===== config.mk =====
export PLATFORM = sky130hd
export DESIGN_NAME = irq_front
export DESIGN_NICKNAME = d
export VERILOG_FILES = /design/src/rtl/irq_front_pkg.sv /design/src/rtl/irq_front_pick.sv /design/src/rtl/irq_front_ime.sv /design/src/rtl/irq_front_seq.sv /design/src/rtl/irq_front.sv
export SDC_FILE = /design/constraint.sdc
export NUM_CORES = 1
export LEC_CHECK = 0
export ABC_CLOCK_PERIOD_IN_PS = 2100
export BUFFER_PORTS_ARGS = -buffer_cell sky130_fd_sc_hd__clkbuf_2
export CORE_UTILIZATION = 44
export CTS_CLUSTER_SIZE = 40
export DETAILED_ROUTE_END_ITERATION = 12
export GPL_TIMING_DRIVEN = 0
export HOLD_SLACK_MARGIN = 0.1
export PLACE_DENSITY = 0.83
export SLEW_MARGIN = 20
export SYNTH_ARGS = -nofsm -noshare
export SYNTH_HDL_FRONTEND = slang
export SYNTH_SLANG_ARGS = --single-unit
export TNS_END_PERCENT = 30

===== constraint.sdc =====
create_clock -name clk -period 2.1 [get_ports clk]
set_input_delay 0.21 -clock clk [delete_from_list [all_inputs] [get_ports clk]]
set_output_delay 0.21 -clock clk [all_outputs]
set_load 0.1 [all_outputs]

===== src/rtl/irq_front_pkg.sv =====
package irq_front_pkg;
    localparam int BYTE_W   = 8;
    localparam int ADDR_W   = 2 * BYTE_W;
    localparam int NUM_SRC  = 5;
    localparam int VEC_BASE = 'h40;
    localparam int VEC_STEP = 8;

    typedef logic [ADDR_W-1:0] addr_t;
    typedef logic [BYTE_W-1:0] byte_t;

    typedef enum logic [1:0] {
        IME_OFF,
        IME_ARMED,
        IME_ON
    } ime_e;

    typedef enum logic [2:0] {
        SQ_IDLE,
        SQ_HOLD,
        SQ_FETCH,
        SQ_WAIT1,
        SQ_WAIT2,
        SQ_PUSH_HI,
        SQ_PUSH_LO,
        SQ_SETTLE
    } seq_e;

    function automatic addr_t vec_addr(input int idx);
        return addr_t'(VEC_BASE + VEC_STEP * idx);
    endfunction

    function automatic int idx_width(input int n);
        return (n > 1) ? $clog2(n) : 1;
    endfunction
endpackage


===== src/rtl/irq_front_pick.sv =====
module irq_front_pick
    import irq_front_pkg::*;
#(
    parameter int N     = NUM_SRC,
    parameter int IDX_W = idx_width(N)
) (
    input  logic [N-1:0]     req,
    input  logic [N-1:0]     en,
    output logic             any,
    output logic [IDX_W-1:0] idx
);
    logic [N-1:0] act;
    logic [N-1:0] grant;
    logic [N:0]   seen;

    assign act     = req & en;
    assign seen[0] = 1'b0;

    for (genvar i = 0; i < N; i++) begin : g_chain
        assign grant[i]  = act[i] & ~seen[i];
        assign seen[i+1] = seen[i] | act[i];
    end

    assign any = seen[N];

    always_comb begin
        idx = '0;
        for (int i = 0; i < N; i++) begin
            if (grant[i]) idx = idx | IDX_W'(i);
        end
    end
endmodule


===== src/rtl/irq_front_ime.sv =====
module irq_front_ime
    import irq_front_pkg::*;
(
    input  logic clk,
    input  logic rst,
    input  logic instr_done,
    input  logic op_ei,
    input  logic op_di,
    input  logic op_reti,
    input  logic svc_clr,
    output logic ime_on
);
    ime_e cur, nxt;

    always_comb begin
        nxt = cur;
        if (svc_clr) begin
            nxt = IME_OFF;
        end else if (instr_done) begin
            if (op_di)
                nxt = IME_OFF;
            else if (op_reti)
                nxt = IME_ON;
            else if (op_ei)
                nxt = (cur == IME_ON) ? IME_ON : IME_ARMED;
            else if (cur == IME_ARMED)
                nxt = IME_ON;
        end
    end

    always_ff @(posedge clk) begin
        if (rst) cur <= IME_OFF;
        else     cur <= nxt;
    end

    assign ime_on = (cur == IME_ON);
endmodule


===== src/rtl/irq_front_seq.sv =====
module irq_front_seq
    import irq_front_pkg::*;
#(
    parameter int N     = NUM_SRC,
    parameter int IDX_W = idx_width(N)
) (
    input  logic             clk,
    input  logic             rst,
    input  logic             step,
    input  logic             halt_set,
    input  logic             bug_set,
    input  logic             active_any,
    input  logic [IDX_W-1:0] pick_idx,
    input  logic             ime_on,
    input  addr_t            pc_in,
    input  addr_t            sp_in,
    output logic             svc_clr,
    output logic             mcycle,
    output logic             step_done,
    output logic             fetch_go,
    output logic             fetch_keep_pc,
    output logic             halted,
    output logic [N-1:0]     ack_clear,
    output logic             mem_we,
    output addr_t            mem_addr,
    output byte_t            mem_wdata,
    output logic             sp_load,
    output addr_t            sp_out,
    output logic             pc_load,
    output addr_t            pc_out
);
    typedef struct packed {
        addr_t            ret;
        addr_t            sp;
        logic [IDX_W-1:0] idx;
    } entry_t;

    seq_e   st, st_nxt;
    entry_t ent;
    logic   bug_q;
    logic   keep_q;
    logic   go_hold, go_svc, go_fetch;
    addr_t  push_addr;

    assign go_hold  = (st == SQ_IDLE) && step && halted && !active_any;
    assign go_svc   = (st == SQ_IDLE) && step && !go_hold && active_any && ime_on;
    assign go_fetch = (st == SQ_IDLE) && step && !go_hold && !go_svc;

    always_comb begin
        st_nxt = st;
        unique case (st)
            SQ_IDLE: begin
                if (go_hold)       st_nxt = SQ_HOLD;
                else if (go_svc)   st_nxt = SQ_WAIT1;
                else if (go_fetch) st_nxt = SQ_FETCH;
            end
            SQ_WAIT1:   st_nxt = SQ_WAIT2;
            SQ_WAIT2:   st_nxt = SQ_PUSH_HI;
            SQ_PUSH_HI: st_nxt = SQ_PUSH_LO;
            SQ_PUSH_LO: st_nxt = SQ_SETTLE;
            default:    st_nxt = SQ_IDLE;
        endcase
    end

    always_ff @(posedge clk) begin
        if (rst) st <= SQ_IDLE;
        else     st <= st_nxt;
    end

    always_ff @(posedge clk) begin
        if (rst)
            halted <= 1'b0;
        else if ((st == SQ_IDLE) && step && halted && active_any)
            halted <= 1'b0;
        else if (halt_set)
            halted <= 1'b1;
    end

    always_ff @(posedge clk) begin
        if (rst)
            bug_q <= 1'b0;
        else if (go_svc || go_fetch)
            bug_q <= 1'b0;
        else if (bug_set)
            bug_q <= 1'b1;
    end

    always_ff @(posedge clk) begin
        if (rst)
            keep_q <= 1'b0;
        else if (go_fetch)
            keep_q <= bug_q;
    end

    always_ff @(posedge clk) begin
        if (rst) begin
            ent <= '0;
        end else if (go_svc) begin
            ent.ret <= bug_q ? (pc_in - addr_t'(1)) : pc_in;
            ent.sp  <= sp_in;
            ent.idx <= pick_idx;
        end
    end

    assign push_addr = (st == SQ_PUSH_HI) ? (ent.sp - addr_t'(1)) : (ent.sp - addr_t'(2));

    always_comb begin
        mcycle = 1'b0;
        unique case (st)
            SQ_HOLD, SQ_WAIT1, SQ_WAIT2, SQ_PUSH_HI, SQ_PUSH_LO, SQ_SETTLE: mcycle = 1'b1;
            default: mcycle = 1'b0;
        endcase
    end

    assign step_done     = (st == SQ_HOLD) || (st == SQ_FETCH) || (st == SQ_SETTLE);
    assign fetch_go      = (st == SQ_FETCH);
    assign fetch_keep_pc = (st == SQ_FETCH) && keep_q;
    assign svc_clr       = (st == SQ_WAIT2);
    assign mem_we        = (st == SQ_PUSH_HI) || (st == SQ_PUSH_LO);
    assign mem_addr      = mem_we ? push_addr : '0;
    assign mem_wdata     = (st == SQ_PUSH_HI) ? ent.ret[ADDR_W-1:BYTE_W]
                         : (st == SQ_PUSH_LO) ? ent.ret[BYTE_W-1:0] : '0;
    assign sp_load       = mem_we;
    assign sp_out        = mem_addr;
    assign ack_clear     = (st == SQ_PUSH_HI) ? (N'(1) << ent.idx) : '0;
    assign pc_load       = (st == SQ_SETTLE);
    assign pc_out        = pc_load ? vec_addr(int'(ent.idx)) : '0;
endmodule


===== src/rtl/irq_front.sv =====
module irq_front
    import irq_front_pkg::*;
#(
    parameter int N = NUM_SRC
) (
    input  logic              clk,
    input  logic              rst,
    input  logic              step,
    input  logic              instr_done,
    input  logic              op_ei,
    input  logic              op_di,
    input  logic              op_reti,
    input  logic              op_halt,
    input  logic              halt_bug_set,
    input  logic [N-1:0]      irq_req,
    input  logic [N-1:0]      irq_en,
    input  logic [ADDR_W-1:0] pc_in,
    input  logic [ADDR_W-1:0] sp_in,
    output logic              mcycle,
    output logic              step_done,
    output logic              fetch_go,
    output logic              fetch_keep_pc,
    output logic              halted,
    output logic              ime,
    output logic [N-1:0]      ack_clear,
    output logic              mem_we,
    output logic [ADDR_W-1:0] mem_addr,
    output logic [BYTE_W-1:0] mem_wdata,
    output logic              sp_load,
    output logic [ADDR_W-1:0] sp_out,
    output logic              pc_load,
    output logic [ADDR_W-1:0] pc_out
);
    localparam int IDX_W = idx_width(N);

    logic             any_act;
    logic [IDX_W-1:0] sel_idx;
    logic             svc_clr;

    irq_front_pick #(.N(N), .IDX_W(IDX_W)) u_pick (
        .req (irq_req),
        .en  (irq_en),
        .any (any_act),
        .idx (sel_idx)
    );

    irq_front_ime u_ime (
        .clk        (clk),
        .rst        (rst),
        .instr_done (instr_done),
        .op_ei      (op_ei),
        .op_di      (op_di),
        .op_reti    (op_reti),
        .svc_clr    (svc_clr),
        .ime_on     (ime)
    );

    irq_front_seq #(.N(N), .IDX_W(IDX_W)) u_seq (
        .clk           (clk),
        .rst           (rst),
        .step          (step),
        .halt_set      (instr_done & op_halt),
        .bug_set       (halt_bug_set),
        .active_any    (any_act),
        .pick_idx      (sel_idx),
        .ime_on        (ime),
        .pc_in         (pc_in),
        .sp_in         (sp_in),
        .svc_clr       (svc_clr),
        .mcycle        (mcycle),
        .step_done     (step_done),
        .fetch_go      (fetch_go),
        .fetch_keep_pc (fetch_keep_pc),
        .halted        (halted),
        .ack_clear     (ack_clear),
        .mem_we        (mem_we),
        .mem_addr      (mem_addr),
        .mem_wdata     (mem_wdata),
        .sp_load       (sp_load),
        .sp_out        (sp_out),
        .pc_load       (pc_load),
        .pc_out        (pc_out)
    );
endmodule


[Word-level counts from Yosys, hierarchy flattened]
Index checks and enable logic that the tools add are counted.
Word-level totals
  register bits after elaboration: 43
  word-level logic and storage cells: 81
Cells by class
  $add $sub $neg: 4
  equality and inequality tests: 10
  shift operators: 1
  mux-type cells: 21
  bitwise operators: 14
  reductions and logical operators: 23
Operators by type and width (count)
  $mux W16: 4
  $sub A16 B1 Y16 const B: 2
  $mux W8: 2
  $sub A16 B2 Y16 const B: 1
  $pmux W3 S5: 1
  $mux W2: 7
  $eq A3 B3 Y1 const B: 4
  $mux W3: 4
  $logic_and A1 B1 Y1: 9
  $add A7 B6 Y8 const A: 1
  $eq A3 B2 Y1 const B: 2
  $reduce_or A2 Y1: 3
  $reduce_or A6 Y1: 1
  $and A1 B1 Y1: 5
  $and A5 B5 Y5: 1
  $mux W5: 1
  $shl A1 B3 Y5 const A: 1
  $logic_or A1 B1 Y1: 4
  $ne A4 B1 Y1 const B: 1
  $not A1 Y1: 4
  $or A1 B1 Y1: 4
  $reduce_bool A4 Y1: 1
  $eq A3 B1 Y1 const B: 1
  $logic_not A1 Y1: 3
  5 further kinds: 6

[Depth between registers and ports, before layout]
  depth after elaboration: 17
  gate-level depth with buffers: 8

[Modules after synthesis]
From an unflattened synthesis, not the netlist that was laid out.
Second synthesis, totals
  cells, all modules: 385
  area, all modules: 2975.4 um^2
By module, submodules not included
  irq_front_seq: instances 1, cells each 362, area an instance 2793.9 um^2, seq. area each 820.8 um^2
  irq_front_ime: instances 1, cells each 13, area an instance 108.9 um^2, seq. area each 40.0 um^2
  irq_front_pick: instances 1, cells each 9, area an instance 66.3 um^2, seq. area each 0.0 um^2
  irq_front: instances 1, cells each 1, area an instance 6.3 um^2, seq. area each 0.0 um^2

[Worst setup path after synthesis]
OpenSTA, ideal clock, no wires.
  kind: reg2out
  start: register u_seq.st[1]
  end: output port sp_out[1]
  arrival: 4.061 ns
  setup slack: -2.171 ns
  cell stages (with the launch flop): 7
  path buffers: 3
  cell sequence: dfxtp_1 clkbuf_1 nor2b_1 clkbuf_1 o21ai_1 a211oi_1 buf_4
Between the ends
  word-level cells in the longest chain between the ends: 3
  elaborated cells on any way between the ends: 5
RTL lines
  from (decl): RTL line irq_front_seq.sv:38  | seq_e st, st_nxt;
  from (signal assigned): RTL line irq_front_seq.sv:67  | else st <= st_nxt;
  $eq A3 B3 Y1 (on tied branches): RTL line irq_front_seq.sv:105, irq_front_seq.sv:119
  $mux W16 or $logic_or A1 B1 Y1 (tied branches): RTL line irq_front_seq.sv:105, irq_front_seq.sv:119
  $mux W16 (*): RTL line irq_front_seq.sv:120  | assign mem_addr = mem_we ? push_addr : '0;
  to (decl): RTL line irq_front.sv:30  | output logic [ADDR_W-1:0] sp_out,
Mark *: on every way between the ends. The rest lies on a longest branch, timed or not.

[Final worst setup path]
  start: register u_seq.ent[13] (netlist bit)
  end: output port mem_addr[15]
Between the ends
  word-level cells in the longest chain between the ends: 3
  elaborated cells on any way between the ends: 4
RTL lines
  from (decl): RTL line irq_front_seq.sv:39  | entry_t ent;
  $sub A16 B2 Y16 or $sub A16 B1 Y16 (tied branches): RTL line irq_front_seq.sv:105  | assign push_addr = (st == SQ_PUSH_HI) ? (ent.sp - addr_t'(1)) : (ent.sp - addr_t'(2));
  $mux W16 (*): RTL line irq_front_seq.sv:105
  $mux W16 (*): RTL line irq_front_seq.sv:120
  to (decl): RTL line irq_front.sv:27  | output logic [ADDR_W-1:0] mem_addr,
Marks and branches as above.

==> reports/metrics.csv <==
metric;value;unit
DR vias;3920;
register area share after synthesis;29.6;%
worst slew pin tran;0.667;ns
switch share;36.0;%
Final Hold Viols;0;
n_diodes;0;
Max rail drop VDD;0.330;mV
global-route wire length before repair;17700;um
Iter 0 DRT Violations;354;
power share of the sequential group;39.1;%
Setup CP Type;reg -> out;
Worst Hold Class;in -> reg;
unrepaired setup endpoints after global routing;yes;
Die H;83.3;um
Top FF cell, synth;dfxtp_1;
H-tree depth;2;
YS warnings;0;
antenna violations before repair;0;
failing checks;setup timing;
clk buf depth;2;
Post-Synthesis Cell Area;2910;sq um
Mapped Avg Cell Area;7.73;sq um
Compound-Gate Fraction of Synth Area;21.7;%
final core occ;84.7;%
CTS root buf;clkbuf_8;
Cells after Synth;376;
Worst Skew;0.00749;ns
startpoint types;flip-flop;
DR pass1 iterations;8;
port buffer count;107;
DRT Wirelength;14100;um
fraction of layout cells with a size suffix above 1;51.1;%
crit end category;primary output;
total track usage;32.1;%
TritonCTS clock tree;built;
Slew headroom;55.5;%
reported net switching power;0.797;mW
TritonCTS Buffers;5;
asr flop ratio synth;0;%
largest net degree at the start of global routing;13;
Comb pwr share;33.7;%
fin worst setup slack;-0.706;ns
maxcap violations;0;
fmax;356;MHz
clk_lat worst skew;0.31;ns
Die X;83.3;um
vias in the first global route;3487;
minimum clock period;2.81;ns
CP Launch Point;u_seq.ent[13];
grt ovf;0;
setup violators final;55;
Final GP Congestion;0.814;
area share of xor/xnor cells in the synthesized design;5.42;%
status;complete, but fails checks;
Final ANT Viol Nets;0;
Hold Crit Start;sp_in[4];
Synth Register Bits;43;
share of the clock period used by the worst path;134;%
main combinational cell family by area after synthesis;simple AND/OR/NAND/NOR gates;
P_leak;2.15;nW
RR Startpoint;u_seq.st[2];
mux contribution to synthesized area;0.688;%
number of flops mapped to enable cells by yosys;0;
WP data required;1.89;ns
clock sink total;43;
WL/cell;22.7;um
Core Box Area;6350;sq um
DPL Wire Length;6210;um
Adder-Cell Fraction of Synth Area;1.72;%
P_int;1.42;mW
clock-pin slew on the worst setup and hold paths;0.09;ns
Clk pwr share;27.1;%
drt drc;0;
CP Max Fanout;5;
Power Density;412;nW/um^2
Initial Utilization;45.8;%
die area;6940;sq um
WP data arrival;2.60;ns
Synth-to-Final Area Change;85.1;%
FP Rows;29;
Vias/cell;6.29;
nets@finish;600;
Yosys cell types;54;
Simple-Gate Fraction of Synth Area;28.5;%
Final Instance Area;5380;sq um
Ports;121;
DP Area;4020;sq um
Slew Viols, Final;0;
power by group through the flow:
| stage | logic [mW] | clock network [mW] | registers [mW] |
|---|---|---|---|
| after detailed placement | 0.561 | 0 | 0.884 |
| after floorplan | 0.431 | 0 | 0.889 |
| after global placement | 0.548 | 0 | 0.882 |
| final | 0.747 | 0.601 | 0.867 |
| after CTS | 0.648 | 0.584 | 0.861 |
| after global routing | 0.777 | 0.627 | 0.869 |
metrics by stage:
stage | cells | power, mW | TNS [ns] | hold WS, ns | setup slack (ns)
final | 623 | 2.22 | -12.13 | 0.125 | -0.706
after global routing | 623 | 2.27 | -14.63 | 0.123 | -0.717
after CTS | 606 | 2.09 | -7.01 | 0.120 | -0.639
after detailed placement | 571 | 1.44 | -16.93 | 0.445 | -0.749
after global placement | 571 | 1.43 | -14.62 | 0.439 | -0.702
after floorplan | 387 | 1.32 | -17.35 | 0.299 | -0.691
final cells by class:
| type | instances | area [sq um] |
|---|---|---|
| sequential | 43 | 887 |
| multi-input combinational | 283 | 2240 |
| tap | 77 | 96.3 |
| fill | 298 | 968 |
| inverter | 10 | 48.8 |
| clock buffer | 8 | 100 |
| buffer | 47 | 440 |
| timing repair buffer | 155 | 1570 |
cells in the final DEF (no fill, tap or decap), types with 13 or more instances in the layout:
cell type,count
a21oi_1,23
buf_4,56
buf_12,18
dfxtp_1,32
buf_6,23
nor2_1,28
clkbuf_2,59
nand2_1,42
clkbuf_16,17
a211oi_1,13
final timing paths:
check / end / slack, ns / cells past startpoint
hold / removal: u_seq.ent[7] / 0.13 / 3
hold reg to reg: u_seq.keep_q / 0.49 / 2
setup / recovery: mem_addr[15] / -0.71 / 6
setup reg to reg: u_seq.ent[15] / -0.22 / 6
worst max-delay path: stages (launching register included):
cell     delay [ns]
dfxtp_2        0.39
or4_4          0.51
or3_4          0.36
or4_4          0.50
a21oi_4        0.21
buf_4          0.16
buf_12         0.16
per-layer routing:
layer	part of all wire (%)	global-route usage (%)
met2	47	58.0
met4	9.7	20.7
met3	10	4.27
met5	0	0
met1	33	35.0
state kept, by name, summed over array words and instances (netlist names):
register	count
u_ime.cur	2
u_seq.keep_q	1
u_seq.halted	1
u_seq.ent	35
u_seq.bug_q	1
u_seq.st	3
Yosys cell counts, drive strengths merged (2+ instances only):
master   instances  area, sq um
nor2            35          131
o21a             2         15.0
ha               4         50.1
nor3             6         30.0
buf             37          260
or2              4         27.5
nand2b           3         18.8
nand4bb          2         22.5
a211oi          15          113
or4             10         86.3
o21ai            8         40.0
nand2           45          169
xnor2           11         96.3
nor2b           10         62.6
nand3            3         15.0
o2111ai          2         17.5
inv             10         37.5
nor4b            6         52.6
a21oi           31          155
a311oi           5         62.6
mux2i            2         20.0
and3             3         18.8
xor2             7         61.3
o31ai            7         52.6
nand4b           2         17.5
o21bai           2         15.0
a22oi           10         75.1
or3              8         56.3
dfxtp           43          861
and2             5         31.3
o211ai           3         22.5
nor4             4         25.0
clkbuf          15         56.3
nand3b           3         22.5
repair_timing:
item                                    in CTS  in global routing
resized for setup                          154                 61
setup buffers                               29                 22
endpoints found under the setup margin      64                 82
hold buffers                                 0                  0
gates cloned                                 1                  0
pin swaps                                   16                 22
logic make-up after synthesis:
| group | count (synthesis) |
|---|---|
| adder cells (fa/ha/maj) | 4 |
| XOR/XNOR | 18 |
| flip-flops | 43 |
| multiplexers | 2 |
| other | 1 |
| AO/OA/AOI/OAI | 92 |
| AND/OR/NAND/NOR | 154 |
| buffers and inverters | 62 |
Power figures use the tool's default switching activity.
